===== src/rtl/rxsg_pkg.sv =====
package rxsg_pkg;
  localparam int unsigned WORD_W    = 32;
  localparam int unsigned LANES     = WORD_W / 8;
  localparam int unsigned LANE_BITS = $clog2(LANES);
  localparam int unsigned HDR_WORDS = 4;
  localparam int unsigned IDX_NEXT  = 0;
  localparam int unsigned IDX_BUF   = 1;
  localparam int unsigned IDX_CTRL  = 2;
  localparam int unsigned IDX_STAT  = 3;
  localparam int unsigned IDX_APP   = 4;
  localparam int unsigned BIT_EOF   = 26;
  localparam int unsigned BIT_SOF   = 27;
  localparam int unsigned BIT_DONE  = 31;

  typedef enum logic [3:0] {
    ST_WAIT, ST_RD_ISSUE, ST_RD_TAKE, ST_CHECK, ST_FILL,
    ST_APP, ST_STAT, ST_ADV, ST_DRAIN
  } fill_state_e;

  typedef enum logic [1:0] {MC_NONE, MC_READ, MC_BYTE, MC_WORD} mem_cmd_e;
endpackage


===== src/rtl/rxsg_desc_regs.sv =====
module rxsg_desc_regs
  import rxsg_pkg::*;
#(
  parameter int unsigned AW    = 32,
  parameter int unsigned LEN_W = 23
) (
  input  logic              clk,
  input  logic              rst_n,
  input  logic              cap_i,
  input  logic [1:0]        idx_i,
  input  logic [WORD_W-1:0] word_i,
  output logic [AW-1:0]     next_o,
  output logic [AW-1:0]     buf_o,
  output logic [LEN_W-1:0]  len_o,
  output logic [WORD_W-1:0] stat_o
);
  always_ff @(posedge clk or negedge rst_n) begin
    if (!rst_n) begin
      next_o <= '0;
      buf_o  <= '0;
      len_o  <= '0;
      stat_o <= '0;
    end else if (cap_i) begin
      case (idx_i)
        2'(IDX_NEXT): next_o <= word_i[AW-1:0];
        2'(IDX_BUF):  buf_o  <= word_i[AW-1:0];
        2'(IDX_CTRL): len_o  <= word_i[LEN_W-1:0];
        default:      stat_o <= word_i;
      endcase
    end
  end
endmodule


===== src/rtl/rxsg_mem_req.sv =====
module rxsg_mem_req
  import rxsg_pkg::*;
#(
  parameter int unsigned AW = 32
) (
  input  logic              clk,
  input  logic              rst_n,
  input  mem_cmd_e          cmd_i,
  input  logic [AW-1:0]     base_i,
  input  logic [WORD_W-1:0] word_i,
  input  logic [7:0]        byte_i,
  output logic              en_o,
  output logic              we_o,
  output logic [AW-1:0]     addr_o,
  output logic [LANES-1:0]  be_o,
  output logic [WORD_W-1:0] wdata_o
);
  assign en_o   = (cmd_i != MC_NONE);
  assign we_o   = (cmd_i == MC_BYTE) || (cmd_i == MC_WORD);
  assign addr_o = {base_i[AW-1:LANE_BITS], {LANE_BITS{1'b0}}};

  for (genvar l = 0; l < LANES; l++) begin : g_lane
    assign be_o[l] = (cmd_i == MC_WORD) ||
                     ((cmd_i == MC_BYTE) && (base_i[LANE_BITS-1:0] == LANE_BITS'(l)));
    assign wdata_o[8*l +: 8] = (cmd_i == MC_BYTE) ? byte_i : word_i[8*l +: 8];
  end

  // a byte store touches exactly one lane
  p_one_lane_r3: assert property (@(posedge clk) disable iff (!rst_n)
    (en_o && we_o && cmd_i == MC_BYTE) |-> ($countones(be_o) == 1));
endmodule


===== src/rtl/rxsg_fill.sv =====
module rxsg_fill
  import rxsg_pkg::*;
#(
  parameter int unsigned AW    = 32,
  parameter int unsigned LEN_W = 23,
  parameter int unsigned NAPP  = 5
) (
  input  logic                   clk,
  input  logic                   rst_n,
  input  logic                   run_i,
  input  logic                   idle_i,
  input  logic [AW-1:0]          cur_desc_i,
  input  logic [AW-1:0]          tail_desc_i,
  output logic                   cur_desc_wr_o,
  output logic [AW-1:0]          cur_desc_o,
  output logic                   idle_set_o,
  output logic                   frame_done_o,
  input  logic                   s_valid_i,
  output logic                   s_ready_o,
  input  logic [7:0]             s_data_i,
  input  logic                   s_last_i,
  input  logic [NAPP*WORD_W-1:0] s_app_i,
  output logic                   mem_en_o,
  output logic                   mem_we_o,
  output logic [AW-1:0]          mem_addr_o,
  output logic [LANES-1:0]       mem_be_o,
  output logic [WORD_W-1:0]      mem_wdata_o,
  input  logic [WORD_W-1:0]      mem_rdata_i
);
  localparam int unsigned IDX_W = (NAPP > HDR_WORDS) ? $clog2(NAPP) : 2;

  fill_state_e             state_q;
  logic [AW-1:0]           cur_q;
  logic [IDX_W-1:0]        widx_q;
  logic [LEN_W-1:0]        pos_q;
  logic                    sof_q, eof_q;
  logic [NAPP*WORD_W-1:0]  app_q;

  logic [AW-1:0]     d_next, d_buf;
  logic [LEN_W-1:0]  d_len;
  logic [WORD_W-1:0] d_stat;
  logic              cap;
  mem_cmd_e          cmd;
  logic [AW-1:0]     req_base;
  logic [WORD_W-1:0] req_word;
  logic              at_tail;

  assign at_tail    = (cur_q == tail_desc_i);
  assign cur_desc_o = d_next;

  rxsg_desc_regs #(.AW(AW), .LEN_W(LEN_W)) u_desc (
    .clk(clk), .rst_n(rst_n), .cap_i(cap), .idx_i(widx_q[1:0]),
    .word_i(mem_rdata_i), .next_o(d_next), .buf_o(d_buf),
    .len_o(d_len), .stat_o(d_stat)
  );

  rxsg_mem_req #(.AW(AW)) u_mem (
    .clk(clk), .rst_n(rst_n), .cmd_i(cmd), .base_i(req_base),
    .word_i(req_word), .byte_i(s_data_i), .en_o(mem_en_o),
    .we_o(mem_we_o), .addr_o(mem_addr_o), .be_o(mem_be_o),
    .wdata_o(mem_wdata_o)
  );

  always_comb begin
    cmd           = MC_NONE;
    req_base      = '0;
    req_word      = '0;
    cap           = 1'b0;
    s_ready_o     = 1'b0;
    cur_desc_wr_o = 1'b0;
    idle_set_o    = 1'b0;
    frame_done_o  = 1'b0;
    case (state_q)
      ST_RD_ISSUE: begin
        cmd      = MC_READ;
        req_base = cur_q + (AW'(widx_q) << 2);
      end
      ST_RD_TAKE: cap = 1'b1;
      ST_CHECK:   idle_set_o = d_stat[BIT_DONE];
      ST_FILL: begin
        s_ready_o = 1'b1;
        if (s_valid_i) begin
          cmd      = MC_BYTE;
          req_base = d_buf + AW'(pos_q);
        end
      end
      ST_APP: begin
        cmd      = MC_WORD;
        req_base = cur_q + AW'(IDX_APP * 4) + (AW'(widx_q) << 2);
        req_word = app_q[int'(widx_q)*WORD_W +: WORD_W];
      end
      ST_STAT: begin
        cmd      = MC_WORD;
        req_base = cur_q + AW'(IDX_STAT * 4);
        req_word = d_stat;
        req_word[BIT_DONE] = 1'b1;
        if (sof_q) req_word[BIT_SOF] = 1'b1;
        if (eof_q) req_word[BIT_EOF] = 1'b1;
      end
      ST_ADV: begin
        cur_desc_wr_o = 1'b1;
        frame_done_o  = eof_q;
        idle_set_o    = at_tail;
      end
      ST_DRAIN: s_ready_o = 1'b1;
      default: ;
    endcase
  end

  always_ff @(posedge clk or negedge rst_n) begin
    if (!rst_n) begin
      state_q <= ST_WAIT;
      cur_q   <= '0;
      widx_q  <= '0;
      pos_q   <= '0;
      sof_q   <= 1'b0;
      eof_q   <= 1'b0;
      app_q   <= '0;
    end else begin
      case (state_q)
        ST_WAIT: if (s_valid_i) begin
          if (run_i && !idle_i) begin
            cur_q   <= cur_desc_i;
            sof_q   <= 1'b1;
            widx_q  <= '0;
            state_q <= ST_RD_ISSUE;
          end else begin
            state_q <= ST_DRAIN;
          end
        end
        ST_RD_ISSUE: state_q <= ST_RD_TAKE;
        ST_RD_TAKE: begin
          if (widx_q == IDX_W'(HDR_WORDS - 1)) state_q <= ST_CHECK;
          else begin
            widx_q  <= widx_q + 1'b1;
            state_q <= ST_RD_ISSUE;
          end
        end
        ST_CHECK: begin
          pos_q <= '0;
          eof_q <= 1'b0;
          if (d_stat[BIT_DONE])  state_q <= ST_DRAIN;
          else if (d_len == '0)  state_q <= ST_STAT;
          else                   state_q <= ST_FILL;
        end
        ST_FILL: if (s_valid_i) begin
          pos_q <= pos_q + 1'b1;
          if (s_last_i) begin
            eof_q   <= 1'b1;
            app_q   <= s_app_i;
            widx_q  <= '0;
            state_q <= ST_APP;
          end else if (pos_q + LEN_W'(1) == d_len) begin
            state_q <= ST_STAT;
          end
        end
        ST_APP: begin
          if (widx_q == IDX_W'(NAPP - 1)) state_q <= ST_STAT;
          else widx_q <= widx_q + 1'b1;
        end
        ST_STAT: state_q <= ST_ADV;
        ST_ADV: begin
          cur_q  <= d_next;
          sof_q  <= 1'b0;
          widx_q <= '0;
          if (eof_q)        state_q <= ST_WAIT;
          else if (at_tail) state_q <= ST_DRAIN;
          else              state_q <= ST_RD_ISSUE;
        end
        ST_DRAIN: if (s_valid_i && s_last_i) state_q <= ST_WAIT;
        default: state_q <= ST_WAIT;
      endcase
    end
  end

  // a discarded frame never reaches memory
  p_drop_silent_r1: assert property (@(posedge clk) disable iff (!rst_n)
    (state_q == ST_DRAIN) |-> !mem_en_o);
  // bytes stay inside the descriptor's buffer
  p_byte_in_bounds_r3: assert property (@(posedge clk) disable iff (!rst_n)
    (mem_en_o && mem_we_o && state_q == ST_FILL) |-> (pos_q < d_len));
  // completion is a single-cycle pulse
  p_done_pulse_r5: assert property (@(posedge clk) disable iff (!rst_n)
    frame_done_o |=> !frame_done_o);
  // the engine follows the pointer it hands out
  p_cur_follows_r7: assert property (@(posedge clk) disable iff (!rst_n)
    cur_desc_wr_o |=> (cur_q == $past(cur_desc_o)));
  // no byte is taken while a descriptor word is read
  p_no_ready_on_fetch_r9: assert property (@(posedge clk) disable iff (!rst_n)
    (mem_en_o && !mem_we_o) |-> !s_ready_o);
endmodule


===== config.mk =====
export PLATFORM = sky130hd
export DESIGN_NAME = rxsg_fill
export DESIGN_NICKNAME = d
export VERILOG_FILES = /design/src/rtl/rxsg_pkg.sv /design/src/rtl/rxsg_desc_regs.sv /design/src/rtl/rxsg_mem_req.sv /design/src/rtl/rxsg_fill.sv
export SDC_FILE = /design/constraint.sdc
export NUM_CORES = 1
export LEC_CHECK = 0
export ABC_AREA = 1
export BUFFER_PORTS_ARGS = -buffer_cell sky130_fd_sc_hd__buf_2
export CAP_MARGIN = 10
export CELL_PAD_IN_SITES_DETAIL_PLACEMENT = 1
export CELL_PAD_IN_SITES_GLOBAL_PLACEMENT = 1
export CORE_MARGIN = 2
export CORE_UTILIZATION = 42
export CTS_CLUSTER_SIZE = 28
export DETAILED_ROUTE_END_ITERATION = 16
export PLACE_DENSITY = 0.81
export SLEW_MARGIN = 20
export SYNTH_ARGS = -nofsm -noshare
export SYNTH_HDL_FRONTEND = slang
export SYNTH_HIERARCHICAL = 1
export SYNTH_SLANG_ARGS = --single-unit

===== constraint.sdc =====
create_clock -name clk -period 4 [get_ports clk]
set_clock_uncertainty 0.15 [all_clocks]
set_input_delay 0.6 -clock clk [delete_from_list [all_inputs] [get_ports clk]]
set_output_delay 0.6 -clock clk [all_outputs]
set_load 0.05 [all_outputs]

After elaboration in Yosys (flattened, before gate mapping). Cells that the tools add are included.

Add/sub/neg operators: 7. Eq/ne operators: 28. Shift-type cells: 1. Mux-type cells: 47. Bitwise gates (word level): 1. Reductions and logical operators: 33.

Operator list (count): indexed part select 160 x 9 -> 32 bit (1); case mux 32 bit (2 select lines) (2); case mux 32 bit (4 select lines) (1); 2-to-1 mux 32 bit (3); adder 32 x 5 -> 32 bit (2); case mux 23 bit (2 select lines) (1); 2-to-1 mux 4 bit (10); case mux 4 bit (9 select lines) (1); adder 32 x 23 -> 32 bit (1); adder 32 x 4 -> 32 bit (second input constant) (1); adder 32 x 5 -> 32 bit (second input constant) (1); equality test 32 bit (1); 2-to-1 mux 8 bit (4); adder 23 x 1 -> 23 bit (second input constant) (1); equality test 23 bit (1); logical NOT 23 bit (1); 2-to-1 mux 23 bit (1); 2-to-1 mux 3 bit (6); equality test 4 x 3 -> 1 bit (second input constant) (4); != test 2 bit (second input constant) (8); case mux 3 bit (5 select lines) (1); equality test 2 bit (second input constant) (5); 2-to-1 mux 1 bit (10); AND reduction 2 bit (5); 24 further kinds (45).

Bits in registers: 343. Output and inout port bits: 106. Logic and storage cells: 128.

Logic depth before layout (Yosys ltp). Gate-level depths: netlist (run 1).

Depth in word-level cells: 6. Depth in mapped cells: 22. Mapped depth without buffers: 20.

Hierarchy. Netlist (run 1), hierarchy kept.

By module, submodules not included: rxsg_fill (instances 1, cells each 2008, area an instance 15511.1 um^2); rxsg_desc_regs (instances 1, cells each 529, area an instance 4820.9 um^2); rxsg_mem_req (instances 1, cells each 129, area an instance 623.1 um^2).

Worst setup path before layout (run 1). Ideal clock, no wire load.

Kind: reg2out. From: register state_q[1]. To: output mem_addr_o[24]. Arrival time: 3.019 ns. Path slack: 0.231 ns. Cell stages (with the launch flop): 19. Path buffers: 2. Cells stage by stage: dfrtp_1 -> inv_1 -> nor2_1 -> inv_1 -> nor2_2 -> clkbuf_1 -> inv_1 -> nand2_1 -> ha_1 -> fa_1 -> nand2_1 -> a21oi_4 -> inv_2 -> nor2_4 -> nand2_2 -> nor2_1 -> a21oi_1 -> o311ai_0 -> buf_4.

Word-level cells in the longest chain between the ends: 2. Elaborated cells between the ends (all ways): 5.

Ends and longest elaborated chain: start: declaration (RTL line rxsg_fill.sv:32) `fill_state_e state_q;`; start signal: assignment (RTL line rxsg_fill.sv:112) `state_q <= ST_WAIT;`; start signal: assignment (RTL line rxsg_fill.sv:126) `state_q <= ST_RD_ISSUE;`; start signal: assignment (RTL line rxsg_fill.sv:128) `state_q <= ST_DRAIN;`; equality test 4 x 3 -> 1 bit / equality test 4 x 1 -> 1 bit (equally long branches) (RTL line rxsg_fill.sv:73) `case (state_q)`; case mux 32 bit (4 select lines) (*) (RTL line rxsg_fill.sv:73); end: declaration (RTL line rxsg_fill.sv:25) `output logic [AW-1:0] mem_addr_o,`.

Mark *: on every way between the ends. The rest lies on a longest branch, timed or not.

Worst setup path in the final report (run 1).
From: register state_q[2]. To: output mem_addr_o[6].

The elaborated chain is that of the path after synthesis.

==> reports/metrics.cfg, run 1 <==
[yosys]
syn_inst = 2666
synth_edf_count = 0
synth_xor_area_frac = 0.0134
yosys-mux-area-fraction = 0.0704
ys_warn_count = 6
async_flop_share = 1.00
syn_avg_cell_area_um2 = 7.86
ys_seq_area_frac = 0.410
synth_top_family_by_area = simple AND/OR/NAND/NOR gates
synthAdderAreaFrac = 0.0250
yosys.cell_types.count = 59
synth_flop_cell = dfrtp_1
yosys.area_share.simple = 0.278
synth-seq-cells = 343
synth_area_um2 = 21000
synth_compound_area_frac = 0.123

[finish]
fin_nets = 3305
area_delta_synth_final_pct = 22.5
fill_cells = 6071
drive_gt1_frac = 0.253

[global_routing]
grt_pass1_vias = 22185
grt_max_degree = 166
antenna_found_initial = 10
overflow = 0
grtUsageTotal = 0.330
grt_first_pass_wirelength_um = 130000

[setup_path]
crit_top_cell = inv_2
cp_max_fo = 4
r2r-start = state_q[0]$_DFFE_PN0P_
crit_path_cell_trace = inv_2 -> nor2_4 -> inv_4 -> nor2_4 -> inv_2 -> nand2_2 -> ha_4 -> fa_2 -> nand2_4 -> a21oi_4 -> inv_2 -> buf_4 -> buf_4 -> o21ai_0 -> o211ai_1 -> buf_12
crit_slowest_cell = o211ai_1
crit_path_max_incr_delay_ns = 0.51
worst_setup_path_start_kind = flip-flop
startpoint = state_q[2]$_DFFE_PN0P_
critPathKind = reg2out
worstSetupEndpointType = output pin
required_ns = 3.25
critical_path_arrival_ns = 3.20

[pwr]
ir_drop_uv = 308
swShare = 0.401
seq_power_share = 0.394
p_sw_w = 0.00524
pwr-share-comb = 0.320
p_leak_nw = 12.8
clock_power_share = 0.286
p_per_area_nw_per_um2 = 509
p_int_w = 0.00783
power.total_w = 0.0131

[timing]
finalHoldViolCount = 0
setup_ws_ns = 0.0475
max_clock_freq_mhz = 253
max_slew_margin = 0.394
setup_viol = 0
finalCritPeriodShare = 0.988
rsz0062_at_grt = true
period_needed_ns = 3.95
worstMarginPinSlew_ns = 0.906
slew_viol_final = 0

[floorplan]
design.die.area_um2 = 51700
rows = 81
coreArea_um2 = 49100
start_util = 0.427
chipHeight_um = 227
die_x_um = 227
ios = 376

[drt]
wl_per_cell_um = 23.5
drt_iter0_drc = 1460
drc = 0
first_pass_iters = 6
vias_per_cell = 5.78
wl_um = 86900
ant_nets = 0
vias = 21332

[clock_network]
cts.sinks = 343
cts_root_buffer = clkbuf_16
cts.clk_slew.worst_paths_ns = 0.06
clk_path_buf_depth = 3
clk_latency_ns = 0.55
cts_tree = yes
htreeDepth = 2
cts_made_buffers = 39

[flow_run]
max_cap_violations = 0

[min_path]
hold_path_class = in2reg
hp-start = s_app_i[99]

[place]
place_congestion = 0.934
pre_cts_ws_ns = -0.0323
portBuffers = 373
hpwlAfterDp_um = 65000

[outcome]
outcome = finished, final reports clean

==> cell usage in the layout (no fill, tap or decap), types with 41 or more instances in the layout <==
master and n:
nand2_1 699, buf_2 339, dfrtp_1 336, inv_1 188
nor2_1 186, nand3_1 182, a21oi_1 118, nand4_1 111
o21ai_0 102, mux2_2 91, buf_4 68, a31oi_1 41
clkbuf_16 41
==> power groups by stage <==
| stage | combinational [W] | sequential [W] | clock (W) |
|---|---|---|---|
| detailed placement | 0.00392 | 0.00518 | 0 |
| CTS | 0.00402 | 0.00513 | 0.00377 |
| global placement | 0.00379 | 0.00513 | 0 |
| floorplan | 0.00214 | 0.00532 | 0 |
| global route | 0.00456 | 0.00520 | 0.00389 |
| finish | 0.00419 | 0.00515 | 0.00373 |
==> cell type report <==
cell class,count,area (um2),share of cell area
well taps,664,831,0.0324
diodes,4,10.0,0.000390
flip-flops and latches,343,8590,0.335
multi-input cells,1941,11000,0.430
inverters,215,816,0.0318
repair buffers,455,3060,0.119
clock buffers,59,1180,0.0461
clock inverters,11,133,0.00517
==> cells in the mapped netlist, drive strengths merged, types with 2 or more instances <==
library cell	instances	area share
a211oi	2	0.00072
o21ai	119	0.028
fa	3	0.0029
a21o	5	0.0018
nor2	219	0.044
a22oi	7	0.0025
clkbuf	60	0.011
o22ai	19	0.0057
ha	37	0.022
a32oi	2	0.00084
a32o	29	0.014
buf	108	0.032
a22o	29	0.012
nand4	111	0.033
xor2	14	0.0059
a31oi	42	0.013
dfrtp	343	0.41
mux2	131	0.070
inv	212	0.038
nor3	34	0.0094
o311ai	5	0.0021
nand3	189	0.046
nand3b	8	0.0029
o211ai	9	0.0032
a21boi	3	0.0011
xnor2	18	0.0075
nor4	14	0.0052
nand2	723	0.13
o221ai	4	0.0017
clkinv	3	0.00054
o21bai	10	0.0036
or2	19	0.0057
a21oi	129	0.031
==> path summary, 6_finish.rpt <==
kind / cells past startpoint / slack, ns / to
worst max-delay path: 16 / 0.05 / mem_addr_o[6]
max in group asynchronous: 3 / 2.47 / app_q[154]$_DFFE_PN0P_
worst min register to register: 2 / 0.33 / u_desc/buf_o[12]$_DFFE_PN0P_
worst max register to register: 10 / 0.91 / app_q[104]$_DFFE_PN0P_
min in group asynchronous: 2 / 0.38 / app_q[68]$_DFFE_PN0P_
worst min-delay path: 2 / 0.12 / app_q[99]$_DFFE_PN0P_
==> flip-flops by register name, summed over array words and instances, names as in the netlist <==
register and cells:
app_q 160, cur_q 32, eof_q 1, pos_q 23, sof_q 1, state_q 4
u_desc/buf_o 32, u_desc/len_o 23, u_desc/next_o 32, u_desc/stat_o 32, widx_q 3
==> repair_timing <==
item | CTS | global route
pin swaps | 10 | 24
setup endpoints to repair | 57 | 57
endpoints found under the hold margin | 0 | 22
buffers inserted | 9 | 24
hold buffers | 0 | 1
resized for setup | 55 | 77
==> cell families (layout without fill, tap and decap cells) <==
family,Yosys count,in the layout
compound gates,417,417
xor+xnor,32,32
fa+ha+maj,40,40
buf+inv,383,740
flops,343,343
mux,131,131
other cells,1,6
simple gates,1319,1319
==> stage by stage <==
stage / hold slack [ns] / utilization / setup TNS, ns / cell area, um2 / std cells
6_report: 0.121 / 0.523 / 0 / 25700 / 3692
5_1_grt: 0.123 / 0.523 / -0.270 / 25700 / 3690
4_1_cts: 0.0666 / 0.513 / -0.0470 / 25200 / 3662
3_5_place_dp: 0.318 / 0.482 / -0.0323 / 23600 / 3584
3_3_place_gp: 0.310 / 0.482 / 0 / 23600 / 3584
2_1_floorplan: 0.154 / - / 0 / 21000 / 2667
==> metal layers <==
metal,vias up,GRT usage,wire (um)
met2,743,0.563,42700
li1,9661,-,-
met5,-,0,80
met4,12,0.167,4740
met1,10690,0.407,34600
met3,226,0.0498,4880
==> critical path, delay by kind of cell (launching register included) <==
kind | cells | cell delay [ns]
buffers and inverters | 7 | 0.78
AO/OA/AOI/OAI | 3 | 0.69
adder cells (fa/ha/maj) | 2 | 0.53
flip-flops | 1 | 0.40
AND/OR/NAND/NOR | 4 | 0.27
Note: power is estimated with default switching activity, not from simulation.
==> run 2, diff against run 1 <==
- BUFFER_PORTS_ARGS: -buffer_cell sky130_fd_sc_hd__buf_2 -> unset
- CORE_UTILIZATION: 42 -> 45
- DONT_BUFFER_PORTS: unset -> 1
- GPL_TIMING_DRIVEN: unset -> 0
- PLACE_DENSITY: 0.81 -> 0.76
==> reports/metrics.cfg, run 2 (synthesis gave the netlist of run 1 again) <==
[outcome]
outcome = finished with violations  ; was finished, final reports clean
violations = hold timing

[timing]
max_clock_freq_mhz = 250  ; was 253 MHz
max_slew_margin = 0.259  ; was 0.394
finalCritPeriodShare = 0.999  ; was 0.988
setup_viol = 0  ; unchanged
rsz0062_at_grt = true  ; unchanged
finalHoldViolCount = 343  ; was 0
hold_ws_ns = -0.423  ; was 0.121 ns
slew_viol_final = 0  ; unchanged
period_needed_ns = 3.99  ; was 3.95 ns
worstMarginPinSlew_ns = 1.12  ; was 0.906 ns

[pwr]
ir_drop_uv = 378  ; was 308 uV
p_per_area_nw_per_um2 = 508  ; was 509 nW/um2
power.total_w = 0.0124  ; was 0.0131 W
p_leak_nw = 11.6  ; was 12.8 nW

[floorplan]
die_x_um = 220  ; was 227 um
design.die.area_um2 = 48300  ; was 51,700 um2
chipHeight_um = 220  ; was 227 um
rows = 79  ; was 81
start_util = 0.453  ; was 0.427
coreArea_um2 = 46300  ; was 49,100 um2
ios = 376  ; unchanged

[global_routing]
grtUsageTotal = 0.353  ; was 0.330
antenna_found_initial = 13  ; was 10
grt_max_degree = 344  ; was 166
grt_pass1_vias = 21075  ; was 22,185
overflow = 0  ; unchanged
grt_first_pass_wirelength_um = 128000  ; was 130,000 um

[setup_path]
r2r_cells = 13  ; was 10
crit_end = mem_addr_o[24]  ; was mem_addr_o[6]
r2r-start = pos_q[1]$_DFFE_PN0P_  ; was state_q[0]$_DFFE_PN0P_
required_ns = 3.25  ; about the same
ff2ff_setup_slack_ns = 1.06  ; was 0.91 ns
cp_max_fo = 3  ; was 4
critPathKind = reg2out  ; unchanged
startpoint = state_q[1]$_DFFE_PN0P_  ; was state_q[2]$_DFFE_PN0P_
worst_setup_path_start_kind = flip-flop  ; unchanged
worstSetupEndpointType = output pin  ; unchanged
critical_path_arrival_ns = 3.24  ; was 3.20 ns
r2r-end = state_q[0]$_DFFE_PN0P_  ; was app_q[104]$_DFFE_PN0P_

[drt]
first_pass_iters = 5  ; was 6
met1_length_um = 33900  ; was 34,600 um
drt_iter0_drc = 1262  ; was 1,460
vias = 20279  ; was 21,332
wl_um = 86700  ; was 86,900 um
dr.max_layer_used = met5  ; unchanged
ant_nets = 0  ; unchanged
vias_per_cell = 5.98  ; was 5.78
drc = 0  ; unchanged
dr_wl_met3_um = 5090  ; was 4880 um
wl_met2_um = 42900  ; was 42,700 um
wl_per_cell_um = 25.6  ; was 23.5 um

[finish]
area_delta_synth_final_pct = 16.2  ; was 22.5%
finalNonFillerCells = 3390  ; was 3,692
utilization = 0.527  ; was 0.523
regMostFlops = app_q  ; unchanged
final_common_cell = nand2_1  ; unchanged
largest_register_ff_count = 160  ; unchanged
drive_gt1_frac = 0.181  ; was 0.253
fin_nets = 3063  ; was 3,305
final_cell_mix = nand2_1, dfrtp_1, inv_1  ; was nand2_1, buf_2, dfrtp_1
final_area_um2 = 24400  ; was 25,700 um2

[place]
hpwlAfterDp_um = 67200  ; was 65,000 um
place_congestion = 0.955  ; was 0.934
portBuffers = 0  ; was 373
place_inst = 3274  ; was 3,584
placed_cell_area_um2 = 21700  ; was 23,600 um2

[clock_network]
htreeDepth = 2  ; unchanged
cts.sinks = 343  ; unchanged
cts_made_buffers = 39  ; unchanged
cts.clk_slew.worst_paths_ns = 0.06  ; about the same
cts_root_buffer = clkbuf_16  ; unchanged
clk_path_buf_depth = 3  ; unchanged
cts_tree = yes  ; unchanged
clk_latency_ns = 0.56  ; was 0.55 ns

[min_path]
hold_path_class = in2async  ; was in2reg

[flow_run]
max_cap_violations = 0  ; unchanged

[run 2: worst max-delay path, stage by stage (launching register included)]
cell,delay (ns)
dfrtp_1,0.39
inv_2,0.07
nor2_4,0.12
inv_2,0.06
nor2_4,0.12
buf_8,0.13
inv_6,0.04
nand2_4,0.08
ha_4,0.14
fa_2,0.21
nand2_2,0.08
a21oi_4,0.17
inv_2,0.08
nor2_4,0.14
nand2_4,0.08
nor2_4,0.11
buf_4,0.13
a21oi_1,0.06
o311ai_2,0.26
buf_6,0.20
[run 2: timing repair]
action                                  in CTS  in global routing
resized for setup                          197                 84
buffers inserted                            32                 14
pin swaps                                   27                 37
endpoints found under the setup margin      68                 63
hold endpoints to repair                   343                343
[run 2: worst min path at each step]
stage	start	end	slack (ns)	cells after the start
floorplan	rst_n	app_q[0]$_DFFE_PN0P_	0.15	0
global placement	rst_n	app_q[39]$_DFFE_PN0P_	0.16	0
detailed placement	rst_n	app_q[7]$_DFFE_PN0P_	0.16	0
CTS	rst_n	app_q[7]$_DFFE_PN0P_	-0.44	0
global route	rst_n	app_q[7]$_DFFE_PN0P_	-0.44	0
finish	rst_n	app_q[7]$_DFFE_PN0P_	-0.42	0
[run 2: routing by layer]
layer | vias to the layer above | track usage
met5 | - | 0
met4 | 10 | 0.174
met3 | 242 | 0.0697
met2 | 736 | 0.611
met1 | 10112 | 0.418
li1 | 9179 | -
[run 2: per-stage QoR]
| step | hold slack (ns) | setup TNS (ns) | setup WS, ns |
|---|---|---|---|
| finish | -0.423 | 0 | 0.00597 |
| global route | -0.439 | -0.959 | -0.147 |
| CTS | -0.435 | -0.182 | -0.100 |
| detailed placement | 0.160 | -15.87 | -0.776 |
| global placement | 0.161 | -13.11 | -0.643 |
| floorplan | 0.154 | 0 | 0.231 |
[run 2: final cells by class]
cell class	instances	area (um2)
repair buffers	46	369
inverters	215	841
fillers	5617	21900
well taps	607	759
plain buffers	167	987
clock inverters	11	115
multi-input cells	1941	11600
diodes	7	17.5
flip-flops and latches	343	8600
clock buffers	53	1080
[run 2: power breakdown]
part	internal (W)	total (W)	switching [W]
registers	0.00421	0.00580	0.00159
logic	0.00112	0.00309	0.00197
clock network	0.00201	0.00349	0.00148
total	0.00733	0.0124	0.00504
